===== config.mk =====
export PLATFORM = sky130hd
export DESIGN_NAME = hb_gate_seq
export DESIGN_NICKNAME = d
export VERILOG_FILES = /design/src/rtl/hb_gate_pkg.sv /design/src/rtl/hb_sat_cnt.sv /design/src/rtl/hb_gate_dp.sv /design/src/rtl/hb_gate_ctrl.sv /design/src/rtl/hb_gate_seq.sv
export SDC_FILE = /design/constraint.sdc
export NUM_CORES = 1
export LEC_CHECK = 0
export CORE_MARGIN = 5
export CORE_UTILIZATION = 46
export CTS_CLUSTER_DIAMETER = 150
export DETAILED_ROUTE_END_ITERATION = 10
export HOLD_SLACK_MARGIN = 0.03
export PLACE_DENSITY = 0.8
export SYNTH_ARGS = -nofsm -noshare
export SYNTH_HDL_FRONTEND = slang
export SYNTH_SLANG_ARGS = --single-unit

===== constraint.sdc =====
create_clock -name clk -period 3.5 [get_ports clk]
set_clock_uncertainty 0.2 [all_clocks]
set_input_delay 0.7 -clock clk [delete_from_list [all_inputs] [get_ports clk]]
set_output_delay 0.7 -clock clk [all_outputs]
set_load 0.01 [all_outputs]

===== src/rtl/hb_gate_pkg.sv =====
package hb_gate_pkg;

  // resolved command the controller is acting on
  typedef enum logic [1:0] {
    CMD_IDLE = 2'd0,
    CMD_HI   = 2'd1,
    CMD_LO   = 2'd2
  } cmd_e;

  // control -> datapath strobes
  typedef struct packed {
    logic pwmTri;   // command is in the mid band this cycle
    logic runArm;   // disable released and supply good
    logic hiOn;     // current high-side enable
    logic loOn;     // current low-side enable
  } ctrlStrobe_t;

  // datapath -> control status
  typedef struct packed {
    logic holdExpired;  // mid band held for the full hold-off
    logic runReady;     // release delay has elapsed
    logic hiPathClear;  // low side proven off long enough
    logic loPathClear;  // high side proven off long enough
  } dpStatus_t;

endpackage


===== src/rtl/hb_sat_cnt.sv =====
module hb_sat_cnt #(
  parameter int LIMIT = 1
) (
  input  logic clk,
  input  logic rstN,
  input  logic countEn,
  output logic done
);
  localparam int W = $clog2(LIMIT + 1);
  localparam logic [W-1:0] LIM = W'(LIMIT);

  logic [W-1:0] cnt;

  // counts consecutive enabled edges, clears on any gap, saturates
  always_ff @(posedge clk or negedge rstN) begin
    if (!rstN)            cnt <= '0;
    else if (!countEn)    cnt <= '0;
    else if (cnt != LIM)  cnt <= cnt + 1'b1;
  end

  assign done = (cnt == LIM);
endmodule


===== src/rtl/hb_gate_dp.sv =====
module hb_gate_dp
  import hb_gate_pkg::*;
#(
  parameter int HOLD_CYC = 8,
  parameter int DEAD_CYC = 1,
  parameter int ENA_CYC  = 2,
  parameter int TEMP_W   = 8,
  parameter int WARN_SET = 160,
  parameter int WARN_CLR = 135
) (
  input  logic              clk,
  input  logic              rstN,
  input  ctrlStrobe_t       strb,
  input  logic              hiOffFb,
  input  logic              loOffFb,
  input  logic [TEMP_W-1:0] tempCode,
  output dpStatus_t         stat,
  output logic              thermWarn
);
  localparam logic [TEMP_W-1:0] SET_LIM = TEMP_W'(WARN_SET);
  localparam logic [TEMP_W-1:0] CLR_LIM = TEMP_W'(WARN_CLR);

  // mid-band hold-off timer
  hb_sat_cnt #(.LIMIT(HOLD_CYC)) u_holdCnt (
    .clk(clk), .rstN(rstN), .countEn(strb.pwmTri), .done(stat.holdExpired)
  );

  // release delay after disable / lockout
  hb_sat_cnt #(.LIMIT(ENA_CYC)) u_readyCnt (
    .clk(clk), .rstN(rstN), .countEn(strb.runArm), .done(stat.runReady)
  );

  // dead-time qualifiers, index 0 clears the high side, 1 the low side
  logic [1:0] oppOff;
  logic [1:0] pathClr;
  assign oppOff[0] = !strb.loOn && loOffFb;
  assign oppOff[1] = !strb.hiOn && hiOffFb;

  for (genvar g = 0; g < 2; g++) begin : g_dead
    hb_sat_cnt #(.LIMIT(DEAD_CYC)) u_deadCnt (
      .clk(clk), .rstN(rstN), .countEn(oppOff[g]), .done(pathClr[g])
    );
  end

  assign stat.hiPathClear = pathClr[0];
  assign stat.loPathClear = pathClr[1];

  // thermal flag with hysteresis
  always_ff @(posedge clk or negedge rstN) begin
    if (!rstN)                    thermWarn <= 1'b0;
    else if (tempCode > SET_LIM)  thermWarn <= 1'b1;
    else if (tempCode < CLR_LIM)  thermWarn <= 1'b0;
  end
endmodule


===== src/rtl/hb_gate_ctrl.sv =====
module hb_gate_ctrl
  import hb_gate_pkg::*;
(
  input  logic        clk,
  input  logic        rstN,
  input  logic [1:0]  pwmLvl,
  input  logic        disableN,
  input  logic        skipN,
  input  logic        supplyOk,
  input  dpStatus_t   stat,
  output ctrlStrobe_t strb,
  output logic        hiGateEn,
  output logic        loGateEn
);
  cmd_e lastCmd;
  cmd_e effCmd;
  logic forceOff;
  logic hiNext;
  logic loNext;

  always_comb begin
    if (pwmLvl[1])      effCmd = lastCmd;  // mid band keeps prior command
    else if (pwmLvl[0]) effCmd = CMD_HI;
    else                effCmd = CMD_LO;

    forceOff = !supplyOk || !disableN || !stat.runReady || stat.holdExpired;

    hiNext = !forceOff && (effCmd == CMD_HI) &&
             (hiGateEn || (stat.hiPathClear && !loGateEn));
    loNext = !forceOff && skipN && (effCmd == CMD_LO) &&
             (loGateEn || (stat.loPathClear && !hiGateEn));
  end

  always_ff @(posedge clk or negedge rstN) begin
    if (!rstN) begin
      lastCmd  <= CMD_IDLE;
      hiGateEn <= 1'b0;
      loGateEn <= 1'b0;
    end else begin
      lastCmd  <= effCmd;
      hiGateEn <= hiNext;
      loGateEn <= loNext;
    end
  end

  assign strb.pwmTri = pwmLvl[1];
  assign strb.runArm = disableN && supplyOk;
  assign strb.hiOn   = hiGateEn;
  assign strb.loOn   = loGateEn;
endmodule


===== src/rtl/hb_gate_seq.sv =====
module hb_gate_seq
  import hb_gate_pkg::*;
#(
  parameter int CLK_NS   = 20,
  parameter int HOLD_NS  = 150,
  parameter int DEAD_NS  = 10,
  parameter int ENA_NS   = 22,
  parameter int TEMP_W   = 8,
  parameter int WARN_SET = 160,
  parameter int WARN_CLR = 135
) (
  input  logic              clk,
  input  logic              rstN,
  input  logic [1:0]        pwmLvl,
  input  logic              disableN,
  input  logic              skipN,
  input  logic              supplyOk,
  input  logic              hiOffFb,
  input  logic              loOffFb,
  input  logic [TEMP_W-1:0] tempCode,
  output logic              hiGateEn,
  output logic              loGateEn,
  output logic              thermWarn
);
  localparam int HOLD_RAW = (HOLD_NS + CLK_NS - 1) / CLK_NS;
  localparam int DEAD_RAW = (DEAD_NS + CLK_NS - 1) / CLK_NS;
  localparam int ENA_RAW  = (ENA_NS + CLK_NS - 1) / CLK_NS;
  localparam int HOLD_CYC = (HOLD_RAW < 1) ? 1 : HOLD_RAW;
  localparam int DEAD_CYC = (DEAD_RAW < 1) ? 1 : DEAD_RAW;
  localparam int ENA_CYC  = (ENA_RAW < 1) ? 1 : ENA_RAW;

  ctrlStrobe_t strb;
  dpStatus_t   stat;

  hb_gate_ctrl u_ctrl (
    .clk(clk), .rstN(rstN), .pwmLvl(pwmLvl), .disableN(disableN),
    .skipN(skipN), .supplyOk(supplyOk), .stat(stat), .strb(strb),
    .hiGateEn(hiGateEn), .loGateEn(loGateEn)
  );

  hb_gate_dp #(
    .HOLD_CYC(HOLD_CYC), .DEAD_CYC(DEAD_CYC), .ENA_CYC(ENA_CYC),
    .TEMP_W(TEMP_W), .WARN_SET(WARN_SET), .WARN_CLR(WARN_CLR)
  ) u_dp (
    .clk(clk), .rstN(rstN), .strb(strb), .hiOffFb(hiOffFb),
    .loOffFb(loOffFb), .tempCode(tempCode), .stat(stat),
    .thermWarn(thermWarn)
  );
endmodule


==> results of run 1 <==
[placed cells by master, fill, tap and decap left out, drive strengths merged, types with 2 or more instances in the layout]
cell type	instances
ha	3
a21oi	2
xnor2	2
nand3b	2
inv	4
clkbuf	4
nor2	5
clkdlybuf4s50	19
dfrtp	13
nand2	2
o21ai	2
nor2b	5
nor4	2
and2	2
[per-stage QoR]
stage	worst slack (ns)	utilization
2_1_floorplan	1.96	-
3_3_place_gp	1.33	0.640
3_5_place_dp	1.27	0.640
4_1_cts	1.37	0.660
5_1_grt	1.32	0.660
6_report	1.38	0.660
[power by group through the flow]
stage	combinational, uW	clock, uW	sequential (uW)
finish	49.6	92.3	164
global route	55.5	103	165
global placement	48.7	0	167
floorplan	21.8	0	166
detailed placement	50.2	0	167
CTS	50.3	95.5	164
[cells by family after synthesis]
| logic type | share of synthesized area |
|---|---|
| muxes | 0.0408 |
| xor gates and xnor gates | 0.0429 |
| and+or+nand+nor | 0.206 |
| buffers and inverters | 0.0245 |
| AOI/OAI and AO/OA | 0.0939 |
| adders and majority gates | 0.0612 |
| DFF | 0.531 |
[layout make-up]
type | instances | area (um^2) | area share
sequential | 13 | 325 | 0.383
timing repair buffer | 19 | 190 | 0.224
clock buffer | 4 | 26.3 | 0.0310
multi-input combinational | 38 | 273 | 0.322
tap | 15 | 18.8 | 0.0221
inverter | 4 | 15.0 | 0.0177
[per-layer routing]
layer | global-route usage | vias to the layer above
li1 | - | 235
met2 | 0.236 | 18
met1 | 0.141 | 228
met4 | 0.0852 | 0
met5 | 0 | -
met3 | 0.0313 | 2
[registers in the layout, summed over array words and instances, names as in the netlist]
register and cells:
u_ctrl.hiGateEn 1, u_ctrl.lastCmd 2, u_ctrl.loGateEn 1, u_dp.g_dead.u_deadCnt.done 2, u_dp.thermWarn 1, u_dp.u_holdCnt.cnt 4
u_dp.u_readyCnt.cnt 2
[worst min path at each step]
stage,startpoint,to,slack (ns)
after floorplan,rstN,u_ctrl.hiGateEn,0.20
after CTS,u_ctrl.hiGateEn,u_dp.g_dead[1].u_deadCnt.done,0.29
after detailed placement,u_ctrl.loGateEn,u_dp.g_dead[0].u_deadCnt.done,0.28
after global placement,u_ctrl.loGateEn,u_dp.g_dead[0].u_deadCnt.done,0.27
after global routing,u_ctrl.loGateEn,u_dp.g_dead[0].u_deadCnt.done,0.31
final,u_ctrl.hiGateEn,u_dp.g_dead[1].u_deadCnt.done,0.29
==> flow_summary.json, run 1 <==
{
  "htreeDepth": 1,
  "fin_setup_tns_ns": 0,
  "io_pins": 20,
  "ys_warn_count": 0,
  "cts_hold_buffers": 0,
  "routed_wl_mm": 1.21,
  "syn-mean-instance-area_um2": 11.1,
  "p_per_area_nw_per_um2": 361,
  "gp_congestion": 0.684,
  "drt_iter0_drc": 7,
  "finalMaxSlewViolations": 0,
  "yosys_register_bits": 13,
  "synth_nets": 75,
  "ant_nets": 0,
  "core_um2": 1280,
  "cts_buffers": 3,
  "first_pass_iters": 4,
  "yosys-top-cells-area": "dfrtp_1, ha_1, nor2b_1",
  "via_per_inst": 5.19,
  "syn_inst": 55,
  "clk_latency_ns": 0.27,
  "swShare": 0.239,
  "grt_pass1_vias": 500,
  "grt_pass1_wl_mm": 1.98,
  "rows": 13,
  "die_area_um2": 2160,
  "crit_family": "buffers and inverters",
  "p_sw_uw": 73.1,
  "drv_cap": 0,
  "postLayoutCellArea_um2": 848,
  "worst_pin_slew_ns": 0.569,
  "reg2reg_from": "u_dp.u_holdCnt.cnt[0]",
  "dpl_cell_area_um2": 822,
  "netlist.area_leader.share": 0.531,
  "nets": 99,
  "seqPwrFrac": 0.536,
  "min_path_type": "reg2reg",
  "post-route-period-util": 0.606,
  "netlist_top_cells_count": "dfrtp_1, nor2_1, nor2b_1",
  "die_h_um": 46.5,
  "slew-limit-headroom": 0.620,
  "postCtsSetupRepairBufs": 0,
  "total_power_uw": 306,
  "cp_num_buf_inv": 1,
  "critical_path_class": "reg2out",
  "wire_per_inst_um": 13.0,
  "min_path_cells": 1,
  "hold_viol": 0,
  "remaining_drc_errors": 0,
  "cts_tree": "yes",
  "grt_start_max_net_pins": 14,
  "dp_hpwl_um": 963,
  "path_depth": 1,
  "root_buffer": "clkbuf_4",
  "clk_pin_slew_ns": 0.08,
  "clockBufferDepth": 2,
  "ys_seq_area_frac": 0.531,
  "startpoint_type": "flip-flop",
  "crit_required_ns": 2.60,
  "crit_fanout": 4,
  "cts.sink_count": 13,
  "ys_types": 25,
  "worstRegToRegCells": 5,
  "p_leak_uw": 0.000374,
  "die_w_um": 46.5,
  "critPathArrivalTime_ns": 1.22,
  "ctsResizeCount": 0,
  "ff2ff_setup_slack_ns": 1.93,
  "rr_endpoint": "u_ctrl.loGateEn",
  "num_vias": 483,
  "clkPwrFrac": 0.302,
  "syn2layout_area_growth_pct": 38.4,
  "dp_cells": 89,
  "num_antenna_cells": 0,
  "nFillCells": 106,
  "grt-ovfl-total": 0,
  "finalSetupViolations": 0,
  "period_needed_ns": 2.12,
  "status": "finished clean",
  "synthArstFlopShare": 1.00,
  "drive_above_1_share": 0.0769,
  "synth-edff-count": 0,
  "power.internal_uw": 233,
  "track_usage": 0.134,
  "crit_slowest_cell": "clkdlybuf4s50_1",
  "antenna_found_initial": 0,
  "dr_wl_met2_um": 612,
  "synth_most_common_cell": "dfrtp_1",
  "endpoint": "hiGateEn",
  "yosysTopAreaCell": "dfrtp_1",
  "hold-worst-slack_ns": 0.293,
  "clock.fmax_mhz": 472,
  "cpPeakStageDelay_ns": 0.55,
  "wl_met3_um": 101,
  "cp_cell_sequence": "clkdlybuf4s50_1",
  "crit_path_start": "u_ctrl.hiGateEn",
  "synth_ff_type": "dfrtp_1",
  "wl_met1_um": 470,
  "critPathCaptureType": "output pin",
  "top_layer": "met4",
  "p_comb_frac": 0.162,
  "vdd_drop_max_v": 0.000200,
  "initial_core_util": 0.477,
  "io_buffer_count": 19,
  "rsz0062_at_grt": "no",
  "final_cells": 93,
  "syn-cell-area_um2": 613
}
No activity file was read; power rests on OpenSTA's default activity.
==> run 2, diff against run 1 <==
Settings changed: CORE_ASPECT_RATIO from default to 0.9, CORE_UTILIZATION 46 to 39, PLACE_DENSITY 0.8 to 0.72.
Clock period 3.5 ns to 1.8 ns, I/O delays scaled along.
==> run 2 against run 1 <==
  * Core utilization shrank 5.7 points
  * Largest power group unchanged
  * Critical path depth is the same
  * Setup slack lost 1.3 ns
  * Flip-flop and latch count is the same
==> flow_summary.json, run 2 (synthesized netlist as in run 1, its figures left out) <==
{
  "cts.sink_count": 13,
  "ff2ff_setup_slack_ns": 0.28,
  "startpoint_type": "flip-flop",
  "multiInputGateArea_um2": 273,
  "p_per_area_nw_per_um2": 674,
  "cts_buffers": 3,
  "crit_family": "buffers and inverters",
  "drive_above_1_share": 0.122,
  "pre_cts_slack_ns": -0.0692,
  "cp_cell_sequence": "clkdlybuf4s50_1",
  "clk_latency_ns": 0.27,
  "first_pass_iters": 4,
  "ant_nets": 0,
  "final_common_cell": "clkdlybuf4s50_1",
  "via_per_inst": 5.11,
  "io_pins": 20,
  "nets": 103,
  "total_power_uw": 595,
  "syn2layout_area_growth_pct": 44.1,
  "clk_pin_slew_ns": 0.08,
  "slew-limit-headroom": 0.823,
  "crit_path_start": "u_dp.thermWarn",
  "antenna_found_initial": 0,
  "clockBufferDepth": 2,
  "p_leak_uw": 0.000432,
  "post-route-period-util": 0.970,
  "hold_viol": 0,
  "critical_path_class": "reg2out",
  "worstRegToRegCells": 5,
  "vdd_drop_max_v": 0.000574,
  "critPathArrivalTime_ns": 1.19,
  "final_cell_mix": "clkdlybuf4s50_1, dfrtp_1, nor2_1, nor2b_1",
  "cts_hold_buffers": 0,
  "postLayoutCellArea_um2": 883,
  "grt_start_max_net_pins": 14,
  "crit_fanout": 3,
  "die_area_um2": 2470,
  "num_vias": 496,
  "initial_core_util": 0.419,
  "critPathCaptureType": "output pin",
  "swShare": 0.233,
  "die_w_um": 51.8,
  "period_needed_ns": 1.75,
  "hold-worst-slack_ns": 0.180,
  "seq_area_um2": 325,
  "num_antenna_cells": 0,
  "cp_num_buf_inv": 1,
  "rsz0062_at_grt": "no",
  "clkPwrFrac": 0.292,
  "gp_congestion": 0.728,
  "finalMaxSlewViolations": 0,
  "fin_ws_ns": 0.0541,
  "io_buffer_count": 19,
  "crit_required_ns": 1.24,
  "largest_register": "u_dp.u_holdCnt.cnt",
  "cpPeakStageDelay_ns": 0.54,
  "p_sw_uw": 139,
  "htreeDepth": 1,
  "worst_pin_slew_ns": 0.263,
  "p_comb_frac": 0.174,
  "dp_hpwl_um": 977,
  "rr_endpoint": "u_ctrl.loGateEn",
  "remaining_drc_errors": 0,
  "finalSetupViolations": 0,
  "dp_cells": 90,
  "grt_pass1_wl_mm": 1.99,
  "dpl_cell_area_um2": 830,
  "rows": 13,
  "grt_pass1_vias": 462,
  "wire_per_inst_um": 12.7,
  "cts_tree": "yes",
  "routed_wl_mm": 1.23,
  "largest_register_ffs": 4,
  "grt-ovfl-total": 0,
  "crit_slowest_cell": "clkdlybuf4s50_1",
  "drv_cap": 0,
  "seqPwrFrac": 0.535,
  "drt_iter0_drc": 4,
  "track_usage": 0.115,
  "die_h_um": 47.6,
  "power.internal_uw": 457,
  "status": "finished clean",
  "clock.fmax_mhz": 573,
  "reg2reg_from": "u_dp.u_holdCnt.cnt[0]",
  "nFillCells": 132,
  "min_path_type": "in2async",
  "final_cells": 97,
  "core_um2": 1460,
  "root_buffer": "clkbuf_4"
}
run 2: cell count changes in the layout (fill, tap and decap cells not counted), sizes merged:
| cell | before | now |
|---|---|---|
| buf | 0 | 4 |
| clkdlybuf4s50 | 19 | 17 |
| dlymetal6s2s | 0 | 2 |
run 2: worst max-delay path by stage:
stage / endpoint / cells past startpoint
after floorplan: u_ctrl.loGateEn / 5
after global placement: u_ctrl.loGateEn / 3
after detailed placement: u_ctrl.loGateEn / 3
after CTS: hiGateEn / 1
after global routing: thermWarn / 1
final: thermWarn / 1
run 2: power groups by stage:
stage	registers (uW)	clock network (uW)	logic, uW
global placement	324	0	97.3
CTS	318	185	102
finish	318	174	103
detailed placement	324	0	101
global route	320	201	116
floorplan	323	0	42.5
run 2: layer usage:
layer | share of wire | routed length (um) | track usage | vias up
met3 | 0.13 | 154 | 0.0592 | 0
met5 | 0 | 0 | 0 | -
met4 | 0 | 0 | 0.0471 | 0
li1 | - | - | - | 244
met2 | 0.44 | 544 | 0.173 | 22
met1 | 0.43 | 533 | 0.142 | 230
run 2: final cells by class:
class,count,share of cell area
flip-flops and latches,13,0.368
multi-input cells,38,0.309
repair buffers,23,0.255
clock buffers,4,0.0297
well taps,15,0.0212
inverters,4,0.0170
run 2: what timing repair did:
item | CTS | global route
hold endpoints to repair | 0 | 0
setup buffers | 0 | 3
gates resized for setup | 0 | 2
endpoints found under the setup margin | 0 | 3
run 2: through the flow:
step / utilization / setup TNS [ns]
3_3_place_gp: 0.567 / -0.0302
5_1_grt: 0.603 / 0
4_1_cts: 0.585 / 0
6_report: 0.603 / 0
2_1_floorplan: - / 0
3_5_place_dp: 0.567 / -0.0692
